$ cat src/rtl/gbp_pkg.sv
package gbp_pkg;

    typedef enum logic {
        DIR_NT = 1'b0,
        DIR_T  = 1'b1
    } dir_e;

    typedef struct packed {
        logic vld;
        dir_e outcome;
    } upd_ev_t;

    function automatic int unsigned weak_nt_val(input int unsigned nbits);
        return (32'd1 << (nbits - 1)) - 32'd1;
    endfunction

    function automatic int unsigned hist_width(input int unsigned mbits);
        return (mbits == 0) ? 1 : mbits;
    endfunction

endpackage

$ cat src/rtl/gbp_history.sv
module gbp_history
    import gbp_pkg::*;
#(
    parameter int unsigned M  = 2,
    parameter int unsigned HW = hist_width(M)
) (
    input  logic          clk,
    input  logic          rst,
    input  upd_ev_t       ev,
    output logic [HW-1:0] hist
);

    generate
        if (M == 0) begin : g_none
            logic unused_hist_in;
            assign unused_hist_in = ^{clk, rst, ev};
            assign hist = '0;
        end else begin : g_shift
            if (M == 1) begin : g_one
                always_ff @(posedge clk) begin
                    if (rst)         hist <= '0;
                    else if (ev.vld) hist <= ev.outcome;
                end
            end else begin : g_many
                always_ff @(posedge clk) begin
                    if (rst)         hist <= '0;
                    else if (ev.vld) hist <= {hist[HW-2:0], ev.outcome};
                end
            end


            hist_shift_in_chk: assert property (@(posedge clk) disable iff (rst)
                ev.vld |=> hist[0] == $past(ev.outcome));


            hist_hold_chk: assert property (@(posedge clk) disable iff (rst)
                !ev.vld |=> $stable(hist));
        end
    endgenerate

endmodule

$ cat src/rtl/gbp_index.sv
module gbp_index #(
    parameter int unsigned M        = 2,
    parameter int unsigned HW       = 2,
    parameter int unsigned IDX_BITS = 4,
    parameter int unsigned PC_W     = 32,
    parameter int unsigned PC_SHIFT = 2,
    parameter int unsigned AW       = M + IDX_BITS
) (
    input  logic [HW-1:0]   hist,
    input  logic [PC_W-1:0] pc,
    output logic [AW-1:0]   addr
);

    logic [IDX_BITS-1:0] pc_idx;
    logic                unused_idx_in;

    assign pc_idx        = pc[PC_SHIFT +: IDX_BITS];
    assign unused_idx_in = ^{pc, hist};

    generate
        if (M == 0) begin : g_flat
            assign addr = pc_idx;
        end else begin : g_corr
            assign addr = {hist[M-1:0], pc_idx};
        end
    endgenerate

endmodule

$ cat src/rtl/gbp_ctr_table.sv
module gbp_ctr_table
    import gbp_pkg::*;
#(
    parameter int unsigned AW = 6,
    parameter int unsigned N  = 2
) (
    input  logic          clk,
    input  logic          rst,
    input  logic [AW-1:0] raddr,
    output logic [N-1:0]  rdata,
    input  upd_ev_t       ev,
    input  logic [AW-1:0] waddr
);

    localparam int unsigned DEPTH = 1 << AW;
    localparam logic [N-1:0] MAXV = '1;
    localparam logic [N-1:0] INIT = N'(weak_nt_val(N));

    logic [N-1:0] mem [DEPTH];
    logic [N-1:0] cur;
    logic [N-1:0] nxt;

    assign rdata = mem[raddr];
    assign cur   = mem[waddr];

    always_comb begin
        if (ev.outcome == DIR_T) nxt = (cur == MAXV) ? cur : cur + 1'b1;
        else                     nxt = (cur == '0)   ? cur : cur - 1'b1;
    end

    always_ff @(posedge clk) begin
        if (rst) begin
            for (int i = 0; i < DEPTH; i++) mem[i] <= INIT;
        end else if (ev.vld) begin
            mem[waddr] <= nxt;
        end
    end


    no_overflow_chk: assert property (@(posedge clk) disable iff (rst)
        (ev.vld && ev.outcome == DIR_T && mem[waddr] == MAXV)
        |=> mem[$past(waddr)] == MAXV);


    no_underflow_chk: assert property (@(posedge clk) disable iff (rst)
        (ev.vld && ev.outcome == DIR_NT && mem[waddr] == '0)
        |=> mem[$past(waddr)] == '0);


    idle_hold_chk: assert property (@(posedge clk) disable iff (rst)
        !ev.vld |=> mem[$past(waddr)] == $past(mem[waddr]));

endmodule

$ cat src/rtl/corr_branch_predictor.sv
module corr_branch_predictor
    import gbp_pkg::*;
#(
    parameter int unsigned HIST_BITS = 2,
    parameter int unsigned CTR_BITS  = 2,
    parameter int unsigned IDX_BITS  = 4,
    parameter int unsigned PC_W      = 32,
    parameter int unsigned PC_SHIFT  = 2
) (
    input  logic            clk,
    input  logic            rst,
    input  logic [PC_W-1:0] pred_pc,
    output logic            pred_taken,
    input  logic            upd_valid,
    input  logic [PC_W-1:0] upd_pc,
    input  logic            upd_taken
);

    localparam int unsigned HW = hist_width(HIST_BITS);
    localparam int unsigned AW = HIST_BITS + IDX_BITS;

    upd_ev_t             ev;
    logic [HW-1:0]       hist;
    logic [AW-1:0]       rd_addr;
    logic [AW-1:0]       wr_addr;
    logic [CTR_BITS-1:0] rd_ctr;
    logic                rst_d;

    assign ev.vld     = upd_valid;
    assign ev.outcome = upd_taken ? DIR_T : DIR_NT;

    gbp_history #(.M(HIST_BITS), .HW(HW)) u_hist (
        .clk  (clk),
        .rst  (rst),
        .ev   (ev),
        .hist (hist)
    );

    gbp_index #(
        .M(HIST_BITS), .HW(HW), .IDX_BITS(IDX_BITS),
        .PC_W(PC_W), .PC_SHIFT(PC_SHIFT), .AW(AW)
    ) u_pred_idx (
        .hist (hist),
        .pc   (pred_pc),
        .addr (rd_addr)
    );

    gbp_index #(
        .M(HIST_BITS), .HW(HW), .IDX_BITS(IDX_BITS),
        .PC_W(PC_W), .PC_SHIFT(PC_SHIFT), .AW(AW)
    ) u_upd_idx (
        .hist (hist),
        .pc   (upd_pc),
        .addr (wr_addr)
    );

    gbp_ctr_table #(.AW(AW), .N(CTR_BITS)) u_table (
        .clk   (clk),
        .rst   (rst),
        .raddr (rd_addr),
        .rdata (rd_ctr),
        .ev    (ev),
        .waddr (wr_addr)
    );

    assign pred_taken = rd_ctr[CTR_BITS-1];

    always_ff @(posedge clk) rst_d <= rst;


    reset_predicts_nt_chk: assert property (@(posedge clk) disable iff (rst)
        rst_d |-> !pred_taken);

endmodule

$ cat config.mk
export PLATFORM = sky130hd
export DESIGN_NAME = corr_branch_predictor
export DESIGN_NICKNAME = d
export VERILOG_FILES = /design/src/rtl/gbp_pkg.sv /design/src/rtl/gbp_history.sv /design/src/rtl/gbp_index.sv /design/src/rtl/gbp_ctr_table.sv /design/src/rtl/corr_branch_predictor.sv
export SDC_FILE = /design/constraint.sdc
export NUM_CORES = 1
export LEC_CHECK = 0
export ABC_AREA = 1
export BUFFER_PORTS_ARGS = -buffer_cell sky130_fd_sc_hd__buf_2
export CORE_UTILIZATION = 55
export DETAILED_ROUTE_END_ITERATION = 6
export GPL_TIMING_DRIVEN = 0
export PLACE_DENSITY = 0.78
export SKIP_CTS_REPAIR_TIMING = 1
export SLEW_MARGIN = 30
export SYNTH_ARGS = -nofsm -noshare
export SYNTH_HDL_FRONTEND = slang
export SYNTH_SLANG_ARGS = --single-unit
export TNS_END_PERCENT = 1
$ cat constraint.sdc
create_clock -name clk -period 1.65 [get_ports clk]
set_input_delay 0.0825 -clock clk [delete_from_list [all_inputs] [get_ports clk]]
set_output_delay 0.0825 -clock clk [all_outputs]
set_load 0.005 [all_outputs]
==> run summary, run 1 <==
GRT Total Usage = 0.370
Slowest CP cell = nand3_1
Clock transition at the registers of the reported paths = 0.06 ns
Cts bufs inserted = 17
Overflow after GRT = 0
Post-Route WL = 26,000 um
Synth Warn # = 0
Startpoint types = input port
Minimum clock period = 2.25 ns
DP Area = 8030 um2
Switch Pwr = 2.55 mW
Cell leakage power = 3.62 nW
Yosys reg bits = 130
Antenna Cells = 0
Place WS = -0.903 ns
Post-DP HPWL = 17,100 um
WP data required = 1.78 ns
Gate Count Post-Synth = 1,045
Drt first pass iters = 7
Skew-Pair Late Insertion Delay = 0.43 ns
Cell Pwr Density = 1010 nW/um2
Post-route cell area = 8950 um2
Fraction of registers with async set or reset after synthesis = 0
Crit Path Class = input port to flip-flop
Max Fclk = 444 MHz
Synthesized area = 7700 um2
Critical Path Most Common Cell = buf_2
Die Y-Extent = 120 um
Outcome = finished with violations
Hold Violations, Final = 1
I/O pin total = 69
RSZ-0062 raised after global routing = yes
MaxCap Viol Count = 0
DIE AREA = 14,500 um2
Final ANT Viol Nets = 0
Root Driver = clkbuf_16
Syn_nets = 1,113
CP arrival = 2.38 ns
Sequential share of power = 0.410
CP max stage delay = 0.79 ns
Setup TNS = -68.04 ns
VDD IR max = 0.000658 V
Most common library cells after synthesis = nand2_1 (342), inv_1 (153), nor2_1 (152)
Top-area cell type share of the netlist area = 0.499
Clock tree sinks = 130
Buf/Inv on CP = 3
CTS HTree Levels = 4
Met1 WL = 9830 um
Met2 WL = 11,100 um
First-pass GRT wire length = 38,300 um
Gpl congestion = 1.03
Average vias per placed instance = 5.85
Crit-path leading delay family = simple AND/OR/NAND/NOR gates
Cell-by-cell trace of the critical path = buf_2 -> buf_2 -> nor2_2 -> nand3_1 -> nor2_1 -> inv_1 -> nand2_1
Skew final = 0.00655 ns
P_int = 6.53 mW
Post-synth EDFFs = 128
Hold_ws = -0.0111 ns
Non-Filler Instances = 1,266
Total number of vias = 7,412
Logic pwr share = 0.170
Sw Share = 0.281
Die Width = 120 um
Slew Limit Headroom = 0.416
DR top layer = met4
Netlist cell types = 22
Worst Hold Class = input port to flip-flop
Starting DRT DRC Count = 1,010
Syn avg cell area = 7.37 um2
Placed instance count = 1,229
Post-synthesis sequential area ratio = 0.504
Max-slew violations = 0
Max Buffers Root-to-Sink = 2
Violated checks = negative hold slack, negative setup slack
Fin nets = 1,145
DR WL/cell = 20.5 um
P&R area growth vs syn = 16.3%
Initial Util = 0.572
Clk pwr share = 0.420
Prevailing post-synth register cell = edfxtp_1
# setup viols final = 199
CTS tree = yes
Post-synth top area cell = edfxtp_1
Post-route DRC violation count = 0
PortBufs = 8
Synth top area cells = edfxtp_1 (50%), nand2_1 (17%), nand3_1 (8.1%), inv_1 (7.5%), nor2_1 (7.4%)
# rows = 42
Actual slew at the worst max-slew pin = 0.874 ns
Largest net degree at the start of global routing = 17
Antenna violations before repair = 0
CP endpoint kind = flip-flop
Metal3 WL = 3420 um
Count leader, synth = nand2_1
Final critical-path share of the clock period = 1.36
Worst Path Max Fanout = 10
Proportion of layout cells with a drive suffix above 1 = 0.119
Slack of the critical path = -0.600 ns
Core footprint = 13,500 um2
Vias in the first global route = 6,870
logic make-up (layout without fill, tap and decap cells):
family,Yosys count,after routing,share of synthesized area
flip-flops,130,130,0.504
AND/OR/NAND/NOR,627,628,0.329
AO/OA/AOI/OAI,75,75,0.0494
buffers and inverters,213,257,0.118
through the flow:
step                hold WS, ns  utilization  total power, mW
finish                  -0.0111        0.666             9.08
global route            0.00706        0.666             9.29
CTS                     -0.0821        0.641             8.81
detailed placement        0.365        0.597             5.06
global placement          0.338        0.597             5.05
floorplan                 0.217            -             4.63
state kept, by name, summed over array words and instances (netlist names):
name         count
u_hist.hist      2
u_table.mem    128
power groups by stage:
| stage | Clock (mW) | Sequential, mW | Combinational [mW] |
|---|---|---|---|
| floorplan | 0 | 3.77 | 0.859 |
| global placement | 0 | 3.78 | 1.27 |
| detailed placement | 0 | 3.79 | 1.27 |
| CTS | 3.81 | 3.72 | 1.28 |
| global route | 3.93 | 3.73 | 1.63 |
| finish | 3.81 | 3.73 | 1.54 |
routing by layer:
layer  up-vias  track usage
li1       3368            -
met1      3368        0.483
met2       539        0.537
met3       137        0.107
met4         0        0.242
met5         -            0
worst paths after layout:
path / cells after the start / to / start / slack [ns]
setup reg to reg: 12 / u_table.mem[62][0]$_SDFFCE_PN1P_ / u_table.mem[7][1]$_SDFFCE_PN0P_ / -0.42
hold reg to reg: 2 / u_hist.hist[1]$_SDFFE_PP0P_ / u_hist.hist[1]$_SDFFE_PP0P_ / 0.60
hold / removal: 3 / u_hist.hist[1]$_SDFFE_PP0P_ / upd_valid / -0.01
setup / recovery: 7 / u_table.mem[41][0]$_SDFFCE_PN1P_ / upd_pc[4] / -0.60
tightest hold or removal path: stages:
cell	delay [ns]
buf_2	0.09
inv_1	0.07
a21oi_1	0.14
placed cells by master, fill, tap and decap left out, drive strengths merged, types with 3 or more instances in the layout:
master and n:
edfxtp 128, buf 48, clkinv 8, o21ai 41, inv 157, nor2 155, clkinvlp 3, a21oi 32
nand3 124, bufinv 3, nand2 345, clkbuf 37
cell type report:
cell class	count	area, um2
clock inverters	15	165
fillers	1159	4500
clock buffers	17	425
inverters	156	588
multi-input cells	703	3110
flip-flops and latches	130	3880
repair buffers	13	101
well taps	176	220
plain buffers	56	463
Note: power is estimated with default switching activity, not from simulation.
==> run 2, diff against run 1 <==
--- a/config.mk
+++ b/config.mk
@@ -6,11 +6,11 @@
 export NUM_CORES = 1
 export LEC_CHECK = 0
 export ABC_AREA = 1
-export BUFFER_PORTS_ARGS = -buffer_cell sky130_fd_sc_hd__buf_2
-export CORE_UTILIZATION = 55
+export CORE_UTILIZATION = 58
 export DETAILED_ROUTE_END_ITERATION = 6
+export DONT_BUFFER_PORTS = 1
 export GPL_TIMING_DRIVEN = 0
-export PLACE_DENSITY = 0.78
+export PLACE_DENSITY = 0.76
 export SKIP_CTS_REPAIR_TIMING = 1
 export SLEW_MARGIN = 30
 export SYNTH_ARGS = -nofsm -noshare
==> run summary, run 2 (same netlist as run 1, synthesis figures left out) <==
Outcome = finished with violations
Violated checks = design-rule violations, negative setup slack
Clock tree sinks = 130
Die Width = 117 um
First-pass GRT wire length = 38,100 um
MaxCap Viol Count = 0
Most flops, register = u_table.mem
Slew Limit Headroom = 0.368
Worst Hold Class = input port to flip-flop
Antenna Cells = 0
Post-route cell area = 9120 um2
Top Registers = u_table.mem (128), u_hist.hist (2)
Cell-by-cell trace of the critical path = nand2_1 -> nand2_1 -> nand2_1 -> nand2_1 -> nand2_1 -> nand2_1 -> nand2_1 -> nand2_1 -> inv_1 -> nand2_1 -> nor2_4 -> nand2_8 -> nand2_8 -> clkbuf_16 -> nor2_1
Max-slew violations = 0
Root Driver = clkbuf_16
Register cell area after layout = 3890 um2
Max reg flops = 128
Minimum clock period = 2.10 ns
VDD IR max = 0.000697 V
Largest net degree at the start of global routing = 17
DP Area = 7990 um2
WP data required = 1.84 ns
Commonest non-fill, non-tap cell in the layout = nand2_1
Post-DP HPWL = 17,000 um
P&R area growth vs syn = 18.5%
Hold Violations, Final = 0
Skew-Pair Late Insertion Delay = 0.43 ns
Worst Setup SP = u_table.mem[6][0]$_SDFFCE_PN1P_
Final critical-path share of the clock period = 1.27
Core footprint = 12,800 um2
CP max stage delay = 0.36 ns
Max Fclk = 477 MHz
CP endpoint kind = flip-flop
Overflow after GRT = 0
Initial Util = 0.603
Antenna violations before repair = 0
Fillers = 1,039
Total number of vias = 7,609
Average vias per placed instance = 6.01
Final ANT Viol Nets = 0
Launching point of the worst reg2reg path = u_table.mem[6][0]$_SDFFCE_PN1P_
CTS HTree Levels = 4
Cts bufs inserted = 17
Actual slew at the worst max-slew pin = 0.948 ns
# rows = 41
Fin nets = 1,150
Cell leakage power = 3.71 nW
Skew final = 0.00591 ns
Clock transition at the registers of the reported paths = 0.06 ns
Post-Route WL = 27,000 um
Slack of the critical path = -0.448 ns
Startpoint types = flip-flop
Critical Path Most Common Cell = nand2_1
Drt first pass iters = 7
I/O pin total = 69
Crit Path Class = flip-flop to flip-flop
# setup viols final = 226
RSZ-0062 raised after global routing = yes
Multi-input gate area = 3140 um2
Cells on worst reg2reg path = 15
Die Y-Extent = 117 um
Cell Pwr Density = 1030 nW/um2
Worst Path Max Fanout = 5
Proportion of layout cells with a drive suffix above 1 = 0.120
GRT Total Usage = 0.396
CP arrival = 2.29 ns
Slowest CP cell = edfxtp_1
PortBufs = 0
Worst r2r dst = u_table.mem[25][1]$_SDFFCE_PN0P_
Flop2flop setup slack = -0.45 ns
Vias in the first global route = 6,687
Post-route DRC violation count = 30
Buf/Inv on CP = 2
Gpl congestion = 1.02
Total design power = 9.35 mW
DIE AREA = 13,700 um2
Critical Path Stages = 15
DR WL/cell = 21.3 um
Most frequent cells in the layout = nand2_1 (335), inv_1 (145), nor2_1 (137), edfxtp_1 (128), nand3_1 (121)
Setup crit end = u_table.mem[25][1]$_SDFFCE_PN0P_
Max Buffers Root-to-Sink = 2
CTS tree = yes
Starting DRT DRC Count = 1,221
Crit-path leading delay family = simple AND/OR/NAND/NOR gates
-- run 2: cell type report --
class | instances | area share
timing repair buffer | 16 | 0.0255
sequential | 130 | 0.426
clock buffer | 17 | 0.0466
tap | 172 | 0.0236
clock inverter | 15 | 0.0182
multi-input combinational | 705 | 0.344
inverter | 156 | 0.0645
buffer | 56 | 0.0517
-- run 2: metrics by stage --
stage | TNS, ns | hold WS (ns) | worst slack (ns) | utilization | cells
final | -76.16 | 0.0487 | -0.448 | 0.714 | 1267
after floorplan | -10.13 | 0.217 | -0.104 | - | 1045
after CTS | -94.81 | -0.217 | -0.591 | 0.672 | 1249
after global placement | -158.16 | 0.221 | -0.751 | 0.625 | 1217
after global routing | -86.15 | 0.0589 | -0.500 | 0.714 | 1267
after detailed placement | -164.34 | 0.227 | -0.794 | 0.625 | 1217
-- run 2: how the worst min path moves through the flow --
stage,startpoint,slack (ns),end,cells after the start
finish,upd_pc[5],0.05,u_table.mem[33][0]$_SDFFCE_PN1P_,4
global route,upd_taken,0.06,u_table.mem[26][0]$_SDFFCE_PN1P_,3
CTS,upd_taken,-0.22,u_hist.hist[0]$_SDFFE_PP0P_,2
detailed placement,upd_taken,0.23,u_hist.hist[0]$_SDFFE_PP0P_,2
global placement,upd_taken,0.22,u_hist.hist[0]$_SDFFE_PP0P_,2
floorplan,upd_taken,0.22,u_hist.hist[0]$_SDFFE_PP0P_,2
-- run 2: worst reg2reg max path, cell delays in order (launching register included) --
cell	delay [ns]
edfxtp_1	0.36
nand2_1	0.07
nand2_1	0.12
nand2_1	0.08
nand2_1	0.06
nand2_1	0.05
nand2_1	0.08
nand2_1	0.07
nand2_1	0.05
inv_1	0.07
nand2_1	0.09
nor2_4	0.25
nand2_8	0.13
nand2_8	0.15
clkbuf_16	0.19
nor2_1	0.05
-- run 2: report_power, final --
part           internal (mW)  switching [mW]
clock network           2.36            1.49
registers               3.69          0.0400
logic                  0.611            1.16
-- run 2: metal layers --
metal / track usage / up-vias / routed length, um
li1: - / 3376 / -
met4: 0.227 / 0 / 1990
met5: 0 / - / 0
met1: 0.520 / 3411 / 9720
met2: 0.578 / 654 / 11300
met3: 0.126 / 168 / 4030
==> run 3, diff against run 2 <==
--- a/config.mk
+++ b/config.mk
@@ -6,11 +6,11 @@
 export NUM_CORES = 1
 export LEC_CHECK = 0
 export ABC_AREA = 1
-export CORE_UTILIZATION = 58
+export CORE_UTILIZATION = 40
+export CTS_CLUSTER_SIZE = 10
 export DETAILED_ROUTE_END_ITERATION = 6
 export DONT_BUFFER_PORTS = 1
 export GPL_TIMING_DRIVEN = 0
-export PLACE_DENSITY = 0.76
 export SKIP_CTS_REPAIR_TIMING = 1
 export SLEW_MARGIN = 30
 export SYNTH_ARGS = -nofsm -noshare
==> run summary, run 3 (same netlist as run 1, synthesis figures left out) <==
Outcome = finished with violations
Violated checks = negative setup slack
Startpoint types = flip-flop
DP Area = 8070 um2
Clock transition at the registers of the reported paths = 0.06 ns
Final ANT Viol Nets = 0
Worst r2r dst = u_table.mem[62][0]$_SDFFCE_PN1P_
CTS HTree Levels = 4
Max Buffers Root-to-Sink = 2
Post-Route WL = 28,500 um
Top Registers = u_table.mem (128), u_hist.hist (2)
I/O pin total = 69
Crit Path Class = flip-flop to flip-flop
Max reg flops = 128
Worst Hold Class = input port to flip-flop
Antenna Cells = 0
CTS tree = yes
Slack of the critical path = -0.440 ns
Place WS = -0.941 ns
Antenna violations before repair = 0
Die Y-Extent = 141 um
Post-DP HPWL = 18,800 um
Fin nets = 1,142
Vias in the first global route = 6,662
# rows = 50
Flop2flop setup slack = -0.44 ns
Die Width = 141 um
Hold Crit Depth = 3
Register cell area after layout = 3890 um2
Slew Limit Headroom = 0.376
CP arrival = 2.26 ns
Clock tree sinks = 130
CP endpoint kind = flip-flop
P&R area growth vs syn = 18.3%
Worst Path Max Fanout = 10
Hold Violations, Final = 0
Fillers = 1,827
Gpl congestion = 0.976
Worst hold path endpoint = u_table.mem[29][0]$_SDFFCE_PN1P_
Post-route DRC violation count = 0
Max Fclk = 479 MHz
First-pass GRT wire length = 40,900 um
Cell leakage power = 3.65 nW
Multi-input gate area = 3140 um2
Non-Filler Instances = 1,321
DR WL/cell = 21.6 um
Hold_sp = upd_taken
DIE AREA = 19,800 um2
# setup viols final = 175
Total design power = 9.38 mW
Post-route cell area = 9110 um2
PortBufs = 0
Most flops, register = u_table.mem
Starting DRT DRC Count = 995
Max-slew violations = 0
Launching point of the worst reg2reg path = u_table.mem[60][1]$_SDFFCE_PN0P_
Layout Utilization = 0.485
RSZ-0062 raised after global routing = yes
Total number of vias = 7,234
Commonest non-fill, non-tap cell in the layout = nand2_1
Largest net degree at the start of global routing = 17
Overflow after GRT = 0
VDD IR max = 0.000760 V
WP data required = 1.82 ns
Skew-Pair Late Insertion Delay = 0.44 ns
Drt first pass iters = 6
Root Driver = clkbuf_16
Proportion of layout cells with a drive suffix above 1 = 0.120
Placed instance count = 1,279
Cts bufs inserted = 17
Skew final = 0.0124 ns
Core footprint = 18,800 um2
GRT Total Usage = 0.292
Cells on worst reg2reg path = 12
MaxCap Viol Count = 0
Initial Util = 0.410
Most frequent cells in the layout = nand2_1 (335), inv_1 (140), nor2_1 (140), edfxtp_1 (128), nand3_1 (118)
Actual slew at the worst max-slew pin = 0.937 ns
Minimum clock period = 2.09 ns
Final critical-path share of the clock period = 1.27
Average vias per placed instance = 5.48
Cell Pwr Density = 1030 nW/um2
## run 3: routing by layer
layer  up-vias  GRT usage  part of all wire
li1       3368          -                 -
met1      3366      0.382              0.41
met2       420      0.465              0.46
met3        80     0.0676             0.095
met4         0      0.122             0.045
met5         -          0                 0
## run 3: how the worst max path moves through the flow
stage	slack (ns)	endpoint	startpoint	cells past startpoint
2_1_floorplan	-0.10	u_table.mem[30][0]$_SDFFCE_PN1P_	upd_pc[2]	14
3_3_place_gp	-0.92	u_table.mem[59][0]$_SDFFCE_PN1P_	upd_pc[3]	6
3_5_place_dp	-0.94	u_table.mem[27][1]$_SDFFCE_PN0P_	upd_pc[3]	6
4_1_cts	-0.57	u_table.mem[62][0]$_SDFFCE_PN1P_	u_hist.hist[0]$_SDFFE_PP0P_	11
5_1_grt	-0.53	u_table.mem[55][0]$_SDFFCE_PN1P_	u_table.mem[60][1]$_SDFFCE_PN0P_	12
6_report	-0.44	u_table.mem[62][0]$_SDFFCE_PN1P_	u_table.mem[60][1]$_SDFFCE_PN0P_	12
## run 3: power breakdown
part | switching, mW | total, mW | internal (mW)
Sequential | 0.0397 | 3.73 | 3.69
Clock | 1.50 | 4.00 | 2.50
Combinational | 1.12 | 1.65 | 0.528
Total | 2.66 | 9.38 | 6.72
## run 3: cell type report
cell class | count | area share
inverters | 156 | 0.0646
flip-flops and latches | 130 | 0.427
well taps | 234 | 0.0321
clock buffers | 20 | 0.0479
clock inverters | 12 | 0.0180
plain buffers | 56 | 0.0532
multi-input cells | 704 | 0.345
repair buffers | 9 | 0.0128
## run 3: metrics by stage
| step | TNS (ns) | hold slack, ns |
|---|---|---|
| 6_report | -57.15 | 0.0752 |
| 5_1_grt | -72.81 | 0.0859 |
| 4_1_cts | -101.59 | -0.217 |
| 3_5_place_dp | -186.41 | 0.228 |
| 3_3_place_gp | -183.49 | 0.223 |
| 2_1_floorplan | -10.13 | 0.217 |
## run 3: worst max-delay path, stage by stage, from the launching register on
cell and delay [ns]:
edfxtp_1 0.42, inv_1 0.09, nand2_1 0.06, nand3_1 0.09, nand2_1 0.07, o21ai_2 0.20, nand2_2 0.10, nor2_4 0.10
nand3b_1 0.11, buf_6 0.18, nand2_8 0.15, buf_8 0.16, nand3_1 0.08
